[src/rtl/pfs_pkg.sv]
// Shared constants for the power-good and fault supervisor.
// Assumes all comparator flags are active high.
package pfs_pkg;
    localparam int FLG_BELOW  = 0;
    localparam int FLG_ABOVE  = 1;
    localparam int FLG_OVER   = 2;
    localparam int FLG_UNDER  = 3;
    localparam int FLG_SS     = 4;
    localparam int FLG_HOT    = 5;
    localparam int FLG_COOL   = 6;
    localparam int NUM_FLAGS  = 7;
endpackage

[src/rtl/pfs_deglitch.sv]
// Deglitch filter for one flag. The output takes the raw level once the raw
// level has differed from the output for CYCLES consecutive edges.
// Assumes CYCLES >= 1 and that the raw input is already synchronous.
module pfs_deglitch #(
    parameter int CYCLES = 500
) (
    input  logic clk,
    input  logic rst_n,
    input  logic raw,
    output logic filt
);
    localparam int CNT_W = (CYCLES > 1) ? $clog2(CYCLES) : 1;
    localparam logic [CNT_W-1:0] LAST = CNT_W'(CYCLES - 1);

    logic [CNT_W-1:0] cnt;

    // Count edges of disagreement and adopt the raw level at the limit.
    always_ff @(posedge clk) begin
        if (!rst_n) begin
            cnt  <= '0;
            filt <= 1'b0;
        end else if (raw == filt) begin
            cnt <= '0;
        end else if (cnt == LAST) begin
            cnt  <= '0;
            filt <= raw;
        end else begin
            cnt <= cnt + 1'b1;
        end
    end
endmodule

[src/rtl/pfs_fault_state.sv]
// Fault state for the supervisor: the under-voltage latch, armed only after
// soft start, and the thermal trip with its hysteresis band and restart pulse.
// Assumes filtered flags as inputs; active means enabled and supply good.
module pfs_fault_state (
    input  logic clk,
    input  logic rst_n,
    input  logic active,
    input  logic ss_f,
    input  logic uv_f,
    input  logic hot_f,
    input  logic cool_f,
    output logic uv_lat,
    output logic ot_trip,
    output logic restart_ss
);
    logic ot_release;

    // Release condition for the thermal trip.
    always_comb ot_release = ot_trip && !hot_f && cool_f;

    // Under-voltage latch: set after soft start, cleared when inactive.
    always_ff @(posedge clk) begin
        if (!rst_n)             uv_lat <= 1'b0;
        else if (!active)       uv_lat <= 1'b0;
        else if (ss_f && uv_f)  uv_lat <= 1'b1;
    end

    // Thermal trip with hysteresis between hot and cool thresholds.
    always_ff @(posedge clk) begin
        if (!rst_n)          ot_trip <= 1'b0;
        else if (hot_f)      ot_trip <= 1'b1;
        else if (ot_release) ot_trip <= 1'b0;
    end

    // One-cycle soft-start restart request on thermal release.
    always_ff @(posedge clk) begin
        if (!rst_n) restart_ss <= 1'b0;
        else        restart_ss <= ot_release;
    end
endmodule

[src/rtl/pwr_fault_supervisor.sv]
// Power-good and output fault supervisor for one regulator channel.
// Filters each comparator flag, then derives power-good, a self-releasing
// over-voltage crowbar request, a shutdown and a soft-start restart request.
// Assumes flags are synchronous to clk; FILT_CYCLES sets the filter length.
module pwr_fault_supervisor #(
    parameter int FILT_CYCLES = 500
) (
    input  logic clk,
    input  logic rst_n,
    input  logic en,
    input  logic uvlo_ok,
    input  logic flag_below_win,
    input  logic flag_above_win,
    input  logic flag_over,
    input  logic flag_under,
    input  logic flag_ss_done,
    input  logic flag_temp_hot,
    input  logic flag_temp_cool,
    output logic pgood,
    output logic crowbar_req,
    output logic shutdown,
    output logic restart_ss
);
    import pfs_pkg::*;

    logic [NUM_FLAGS-1:0] raw_vec;
    logic [NUM_FLAGS-1:0] flt_vec;
    logic active, ss_f, ov_f, uv_lat, ot_trip, in_window;

    // Gather raw flags in package index order.
    always_comb begin
        raw_vec            = '0;
        raw_vec[FLG_BELOW] = flag_below_win;
        raw_vec[FLG_ABOVE] = flag_above_win;
        raw_vec[FLG_OVER]  = flag_over;
        raw_vec[FLG_UNDER] = flag_under;
        raw_vec[FLG_SS]    = flag_ss_done;
        raw_vec[FLG_HOT]   = flag_temp_hot;
        raw_vec[FLG_COOL]  = flag_temp_cool;
    end

    for (genvar g = 0; g < NUM_FLAGS; g++) begin : g_filt
        pfs_deglitch #(.CYCLES(FILT_CYCLES)) i_flt (
            .clk  (clk),
            .rst_n(rst_n),
            .raw  (raw_vec[g]),
            .filt (flt_vec[g])
        );
    end

    // Named views of filtered flags and the run condition.
    always_comb begin
        active    = en && uvlo_ok;
        ss_f      = flt_vec[FLG_SS];
        ov_f      = flt_vec[FLG_OVER];
        in_window = !flt_vec[FLG_BELOW] && !flt_vec[FLG_ABOVE];
    end

    pfs_fault_state i_state (
        .clk       (clk),
        .rst_n     (rst_n),
        .active    (active),
        .ss_f      (ss_f),
        .uv_f      (flt_vec[FLG_UNDER]),
        .hot_f     (flt_vec[FLG_HOT]),
        .cool_f    (flt_vec[FLG_COOL]),
        .uv_lat    (uv_lat),
        .ot_trip   (ot_trip),
        .restart_ss(restart_ss)
    );

    // Output decode: shutdown gates both power-good and the crowbar.
    always_comb begin
        shutdown    = !active || uv_lat || ot_trip;
        crowbar_req = ov_f && !shutdown;
        pgood       = ss_f && in_window && !shutdown;
    end
endmodule

[config.mk]
export PLATFORM = sky130hd
export DESIGN_NAME = pwr_fault_supervisor
export DESIGN_NICKNAME = d
export VERILOG_FILES = /design/src/rtl/pfs_pkg.sv /design/src/rtl/pfs_deglitch.sv /design/src/rtl/pfs_fault_state.sv /design/src/rtl/pwr_fault_supervisor.sv
export SDC_FILE = /design/constraint.sdc
export NUM_CORES = 1
export LEC_CHECK = 0
export BUFFER_PORTS_ARGS = -buffer_cell sky130_fd_sc_hd__buf_2
export CORE_MARGIN = 3
export CORE_UTILIZATION = 45
export CTS_CLUSTER_DIAMETER = 200
export CTS_CLUSTER_SIZE = 40
export DETAILED_ROUTE_END_ITERATION = 10
export GPL_ROUTABILITY_DRIVEN = 0
export PLACE_DENSITY_LB_ADDON = 0.12
export SYNTH_ARGS = -nofsm -noshare
export SYNTH_HDL_FRONTEND = slang
export SYNTH_SLANG_ARGS = --single-unit
[constraint.sdc]
create_clock -name clk -period 1.36 [get_ports clk]
set_input_delay 0.068 -clock clk [delete_from_list [all_inputs] [get_ports clk]]
set_output_delay 0.068 -clock clk [all_outputs]
set_load 0.01 [all_outputs]
==> run_results.csv, run 1 <==
group,metric,value,unit
power,powerDensity,1045,nW/um^2
worst_setup_path,reg2reg_slack,0.07,ns
worst_setup_path,crit_end,"pgood",
timing,setup_violations,3,
global_routing,grt_overflow,0,
finish,postLayoutCoreUtil,0.6022,
routing,antenna_left,0,
worst_setup_path,cp_cell_sequence,"or3_4 > nor4b_4 > buf_2",
timing,period_share,1.135,
routing,routed_wl,6928,um
finish,fillCellCount,611,
power,pwr-share-seq,0.496,
clocking,clkTransAtPathRegs,0.07,ns
finish,fin_nets,446,
routing,drtPass1Iterations,4,
timing,slew_violations,0,
worst_setup_path,r2r_end,"g_filt[2].i_flt.filt",
logic_synthesis,async_flop_share,0,
routing,avgViaCountPerCell,5.420,
hold_path,hp-class,"input port to flip-flop",
logic_synthesis,yosys_most_used_dff,"dfxtp_1",
worst_setup_path,cp_slowest_cell,"or3_4",
worst_setup_path,start_kind,"flip-flop",
timing,tns,-0.3499,ns
global_routing,grt_pass1_vias,2618,
global_routing,grt.total_usage,0.1702,
clocking,clockBufferDepth,2,
logic_synthesis,yosys.area.top_type,"dfxtp_1",
clocking,cts_sinks,73,
floorplanning,dieArea,8446,um^2
power,p_switching,0.0009300,W
timing,fin_skew,0.005203,ns
worst_setup_path,reg2reg_from,"g_filt[2].i_flt.cnt[1]",
global_routing,antenna_found_initial,0,
power,leakagePower,1.458,nW
floorplanning,start_util,0.4756,
routing,avgRoutedWirePerCell,13.10,um
power,ir_drop,0.5805,mV
floorplanning,coreArea,6982,um^2
logic_synthesis,synth-edff-count,0,
power,p_comb_frac,0.042,
timing,max_freq,0.6479,GHz
timing,hold_viol_final,0,
routing,drt_iter0_markers,73,
worst_setup_path,path_class,"flip-flop to output pin",
power,p_int,0.003462,W
finish,multi_input_area,1882,um^2
timing,rsz0062_at_grt,"yes",
worst_setup_path,crit_start,"i_state.uv_lat",
finish,layout-drive-gt1-share,0.2517,
floorplanning,fp.dieW,91.90,um
global_routing,grt_max_degree,14,
floorplanning,die_y,91.90,um
logic_synthesis,ys_warn_count,0,
logic_synthesis,synth_area,3321,um^2
worst_setup_path,reg2regPathDepth,5,
logic_synthesis,yosysUniqueCellTypes,37,
outcome,status,"finished, violations left",
floorplanning,num_rows,30,
timing,setup_ws,-0.1834,ns
worst_setup_path,arrival,1.48,ns
logic_synthesis,ys_seq_area_frac,0.4401,
clocking,cts_made_buffers,9,
power,p_total,0.004391,W
worst_setup_path,cp_slowest_stage_delay,0.40,ns
worst_setup_path,required,1.29,ns
timing,tightest_slew,0.2612,ns
clocking,clk_latency,0.35,ns
finish,stdcell_area,4204,um^2
logic_synthesis,ys_ff_latch,73,
place,dp_cells,504,
run,max_cap_violations,0,
place,portBuffers,14,
finish,final_common_cell,"dfxtp_1",
place,hpwl,4729,um
logic_synthesis,syn_inst,371,
finish,seqCellArea,1496,um^2
outcome,violations,"negative setup slack",
timing,finalCriticalPeriod,1.543,ns
floorplanning,io_pins,15,
logic_synthesis,syn_nets,389,
finish,n_antenna_cell,0,
worst_setup_path,worst_setup_path_end_kind,"output pin",
place,dpl-instance-area,3711,um^2
clocking,cts_tree,"yes",
power,switching_share,0.2118,
logic_synthesis,synth_top_area_frac,0.4401,
finish,final_cells,529,
finish,final_cell_mix,"dfxtp_1, buf_4, nor2_1",
worst_setup_path,cp_max_fo,2,
logic_synthesis,synth_top_cells_by_area,"dfxtp_1, nand3_1, nor2_1",
global_routing,grt_pass1_wl,11700,um
clocking,root_buffer,"clkbuf_8",
timing,slew-limit-headroom,0.8256,
power,pwr-share-clk,0.462,
routing,drc,0,
clocking,htree_levels,3,
logic_synthesis,syn_avg_cell_area,8.951,um^2
routing,num_vias,2867,
finish,area_delta_synth_final,26.60,%
-- per-layer routing --
layer,vias to the layer above,track usage,part of all wire
met3,9,0.04430,0.032
met2,47,0.2762,0.48
met1,1328,0.2167,0.47
li1,1483,-,-
met5,-,0,0
met4,0,0.06559,0.013
-- power by group through the flow --
| stage | combinational, W | sequential, W | clock (W) |
|---|---|---|---|
| final | 0.000185 | 0.00218 | 0.00203 |
| after global routing | 0.000208 | 0.00218 | 0.00217 |
| after CTS | 0.000177 | 0.00217 | 0.00209 |
| after detailed placement | 0.000166 | 0.00222 | 0 |
| after global placement | 0.000164 | 0.00222 | 0 |
| after floorplan | 0.0000796 | 0.00222 | 0 |
-- what timing repair did --
action / 4_1_cts / 5_1_grt
resized for setup: 4 / 44
setup buffers: 0 / 5
hold buffers: 4 / 0
pin swaps: 0 / 10
setup endpoints to repair: 4 / 56
hold endpoints to repair: 4 / 0
-- area by class of cell --
class / count / share of cell area
sequential: 73 / 0.3560
inverter: 20 / 0.01786
tap: 96 / 0.02857
clock buffer: 9 / 0.02946
clock inverter: 7 / 0.02827
multi-input combinational: 269 / 0.4476
timing repair buffer: 55 / 0.09226
-- kinds of logic after synthesis --
group	count (synthesis)	share of synthesized area
compound gates	82	0.1522
xor+xnor	28	0.07385
fa+ha+maj	7	0.02637
buf+inv	29	0.03466
flops	73	0.4401
mux	1	0.003014
simple gates	151	0.2698
-- state kept, by name (all words and copies together) (netlist names) --
name,flops
g_filt.i_flt.cnt,63
g_filt.i_flt.filt,7
i_state.uv_lat,1
i_state.ot_trip,1
i_state.restart_ss,1
-- stage by stage --
stage | hold slack (ns) | setup WS, ns
after floorplan | 0.2073 | 0.04935
after global placement | 0.3483 | 0.04714
after detailed placement | 0.3608 | -0.0009989
after CTS | 0.008112 | -0.2285
after global routing | 0.02182 | -0.2507
final | 0.02854 | -0.1834
-- Yosys cell counts, types with 7 or more instances --
library cell	count
o211ai_1	11
nand3_1	27
ha_1	7
or3_1	12
dfxtp_1	73
nor3b_1	7
xor2_1	14
o21ai_0	16
and3_1	13
a21oi_1	23
xnor2_1	14
nand4_1	13
nand2_1	16
nor2_1	33
a31oi_1	9
a211oi_1	9
inv_1	19
-- how the worst min path moves through the flow --
stage,start,endpoint,depth (start not counted)
floorplan,uvlo_ok,i_state.uv_lat,2
global placement,flag_below_win,g_filt[0].i_flt.filt,3
detailed placement,flag_temp_hot,g_filt[5].i_flt.filt,3
CTS,flag_over,g_filt[2].i_flt.filt,3
global route,uvlo_ok,i_state.uv_lat,3
finish,uvlo_ok,i_state.uv_lat,3
-- critical path: cells and delay by family (launching register included) --
family        cells  cell delay, ns
simple gates      2            0.64
flops             1            0.32
buf+inv           1            0.18
Note: power is estimated with default switching activity, not from simulation.
==> run 2, diff against run 1 <==
- ABC_AREA: not set -> 1
- SYNTH_HIERARCHICAL: not set -> 1
==> run 2 against run 1 <==
  * The flow now finishes without violations
  * Clock power fell by 18%
  * Synthesized area rose by 6.7%
  * Critical endpoint is now g_filt[3].i_flt/cnt[6]
  * First-iteration DRC count rose by 41%
  * Largest power group unchanged
  * Routed wire length fell by 10%
  * Clock skew rose by 0.0029 ns
  * Sequential power barely moved
  * Final cell count rose by 20%
  * Combinational power fell by 24%
  * Worst setup slack improved by 0.28 ns
  * Synthesized cell count rose by 36%
  * Non-clock buffer count fell by 41
==> run_results.csv, run 2 <==
group,metric,value,unit
outcome,status,"completed",
finish,final_common_cell,"nand2_1",
power,ir_drop,0.6327,mV
logic_synthesis,syn_avg_cell_area,7.014,um^2
clocking,clk_latency,0.35,ns
logic_synthesis,ys_seq_area_frac,0.4126,
finish,top_regs,"g_filt.i_flt/cnt: 63 flops, g_filt.i_flt/filt: 7 flops",
place,hpwl,4653,um
logic_synthesis,synth-edff-count,0,
clocking,root_buffer,"clkbuf_8",
routing,wl_met2,2955,um
logic_synthesis,synth_top_area_frac,0.4126,
logic_synthesis,yosys.area.top_type,"dfxtp_1",
finish,final_cell_mix,"nand2_1, inv_1, dfxtp_1",
clocking,cts_sinks,73,
global_routing,grt_overflow,0,
finish,area_delta_synth_final,11.27,%
finish,seqCellArea,1461,um^2
routing,drc,0,
place,portBuffers,14,
routing,antenna_left,0,
timing,tns,0,ns
finish,layout-drive-gt1-share,0.1645,
logic_synthesis,syn_inst,505,
timing,setup_violations,0,
routing,drtPass1Iterations,4,
logic_synthesis,synth_area,3542,um^2
timing,fin_skew,0.008098,ns
worst_setup_path,arrival,1.50,ns
worst_setup_path,path_class,"flip-flop to flip-flop",
finish,postLayoutCoreUtil,0.5292,
hold_path,holdPathStages,5,
worst_setup_path,r2r_end,"g_filt[3].i_flt/cnt[6]",
clocking,htree_levels,3,
global_routing,grt.total_usage,0.1547,
floorplanning,fp.dieW,94.72,um
floorplanning,num_rows,31,
power,switching_share,0.2342,
routing,avgRoutedWirePerCell,9.804,um
worst_setup_path,start_kind,"flip-flop",
worst_setup_path,worst_setup_path_end_kind,"flip-flop",
finish,largest_reg_flops,63,
logic_synthesis,synth_top_cells_by_area,"dfxtp_1, nand2_1, nor2_1",
routing,drt_iter0_markers,103,
finish,fin_nets,548,
power,p_comb_frac,0.035,
timing,hold_viol_final,0,
global_routing,grt_pass1_vias,2767,
global_routing,grt_max_degree,17,
timing,slew-limit-headroom,0.7889,
routing,avgViaCountPerCell,4.685,
timing,slew_violations,0,
worst_setup_path,reg2reg_from,"g_filt[3].i_flt/cnt[0]",
routing,wl_met3,219,um
timing,max_freq,0.7929,GHz
routing,dr.max_layer_used,"met4",
routing,met1_length,2927,um
floorplanning,coreArea,7447,um^2
worst_setup_path,reg2reg_slack,0.1,ns
timing,finalCriticalPeriod,1.261,ns
clocking,ctsHoldBuffers,0,
clocking,cts_tree,"yes",
worst_setup_path,cp_max_fo,9,
floorplanning,dieArea,8972,um^2
logic_synthesis,yosys_most_used_dff,"dfxtp_1",
finish,top_register,"g_filt.i_flt/cnt",
hold_path,hp-class,"input port to flip-flop",
global_routing,antenna_found_initial,0,
logic_synthesis,syn_nets,523,
timing,period_share,0.9274,
timing,tightest_slew,0.3154,ns
hold_path,min-delay-start,"flag_temp_hot",
clocking,cts_made_buffers,9,
run,max_cap_violations,0,
finish,multi_input_area,1809,um^2
power,pwr-share-seq,0.546,
logic_synthesis,ys_warn_count,6,
clocking,clockBufferDepth,2,
worst_setup_path,required,1.60,ns
finish,fillCellCount,752,
timing,rsz0062_at_grt,"no",
floorplanning,die_y,94.72,um
logic_synthesis,yosysUniqueCellTypes,18,
logic_synthesis,synth_common_cells,"nand2_1, nor2_1, dfxtp_1, inv_1",
global_routing,grt_pass1_wl,11100,um
floorplanning,io_pins,15,
power,p_int,0.003051,W
power,leakagePower,1.402,nW
power,powerDensity,1011,nW/um^2
power,pwr-share-clk,0.419,
power,p_switching,0.0009328,W
finish,n_antenna_cell,0,
hold_path,hold_path_end,"g_filt[5].i_flt/filt",
worst_setup_path,reg2regPathDepth,6,
logic_synthesis,async_flop_share,0,
routing,num_vias,2970,
logic_synthesis,synth.most_common_cell,"nand2_1",
logic_synthesis,ys_ff_latch,73,
floorplanning,start_util,0.4756,
routing,routed_wl,6216,um
clocking,clkTransAtPathRegs,0.08,ns
-- run 2: cell types whose count changed in the layout (fill, tap and decap cells not counted), moves of 12 or more --
cell,delta
buf_4,-37
and3_1,-12
nand2_2,+14
dfxtp_2,-19
dfxtp_1,+22
nor2_1,+38
a21oi_1,+13
xor2_1,-13
nand2_1,+108
nor2_2,+12
inv_1,+54
-- run 2: stage by stage --
step	setup WS, ns	instance area (um^2)	hold WS, ns	total power, W	cells
6_report	0.09878	3941	0.05815	0.003984	634
5_1_grt	0.01361	3941	0.06583	0.004174	634
4_1_cts	0.08056	3931	0.04035	0.004049	634
3_5_place_dp	0.09210	3736	0.4208	0.002368	618
3_3_place_gp	0.1235	3736	0.4083	0.002364	618
2_1_floorplan	0.2556	3542	0.1887	0.002315	505
-- run 2: cell type report --
| cell class | instances | share of cell area |
|---|---|---|
| repair buffers | 14 | 0.01778 |
| multi-input cells | 357 | 0.4590 |
| inverters | 75 | 0.07143 |
| clock buffers | 9 | 0.03143 |
| clock inverters | 7 | 0.01810 |
| flip-flops and latches | 73 | 0.3708 |
| well taps | 99 | 0.03143 |
-- run 2: worst max-delay path, cell delays in order (launching register included) --
cell and delay [ns]:
dfxtp_1 0.39, ha_1 0.20, nand2_1 0.08, nor2_1 0.20, nand2_2 0.10, nand2_4 0.13
nor2_1 0.06
-- run 2: power groups by stage --
| stage | logic (W) | registers, W | clock network (W) |
|---|---|---|---|
| after floorplan | 0.0000933 | 0.00222 | 0 |
| after CTS | 0.000142 | 0.00218 | 0.00173 |
| after global placement | 0.000139 | 0.00222 | 0 |
| final | 0.000140 | 0.00218 | 0.00167 |
| after global routing | 0.000163 | 0.00218 | 0.00183 |
| after detailed placement | 0.000142 | 0.00223 | 0 |
-- run 2: kinds of logic (layout without fill, tap and decap cells) --
kind of cell / after synthesis / in the layout / share of synthesized area
flops: 73 / 73 / 0.4126
fa+ha+maj: 7 / 7 / 0.02473
simple gates: 292 / 292 / 0.3854
xor+xnor: 7 / 7 / 0.01731
buf+inv: 75 / 105 / 0.07948
compound gates: 51 / 51 / 0.08054
-- run 2: routing by layer --
| metal | GRT usage | up-vias |
|---|---|---|
| li1 | - | 1620 |
| met1 | 0.1783 | 1311 |
| met2 | 0.2707 | 29 |
| met3 | 0.04861 | 10 |
| met4 | 0.05048 | 0 |
| met5 | 0 | - |
-- run 2: worst max-delay path by stage --
stage	start	endpoint	slack [ns]	cells after the start
2_1_floorplan	g_filt[0].i_flt/cnt[0]	g_filt[0].i_flt/cnt[4]	0.26	6
3_3_place_gp	g_filt[3].i_flt/cnt[0]	g_filt[3].i_flt/cnt[4]	0.12	6
3_5_place_dp	g_filt[6].i_flt/cnt[0]	g_filt[6].i_flt/cnt[6]	0.09	6
4_1_cts	g_filt[6].i_flt/cnt[0]	g_filt[6].i_flt/cnt[6]	0.08	6
5_1_grt	g_filt[4].i_flt/cnt[0]	g_filt[4].i_flt/cnt[5]	0.01	6
6_report	g_filt[3].i_flt/cnt[0]	g_filt[3].i_flt/cnt[6]	0.1	6
-- run 2: timing repair --
action                     in CTS  in global routing
hold endpoints to repair        0                  0
setup endpoints to repair       0                 25
resized for setup               0                  4
buffers inserted                0                  0
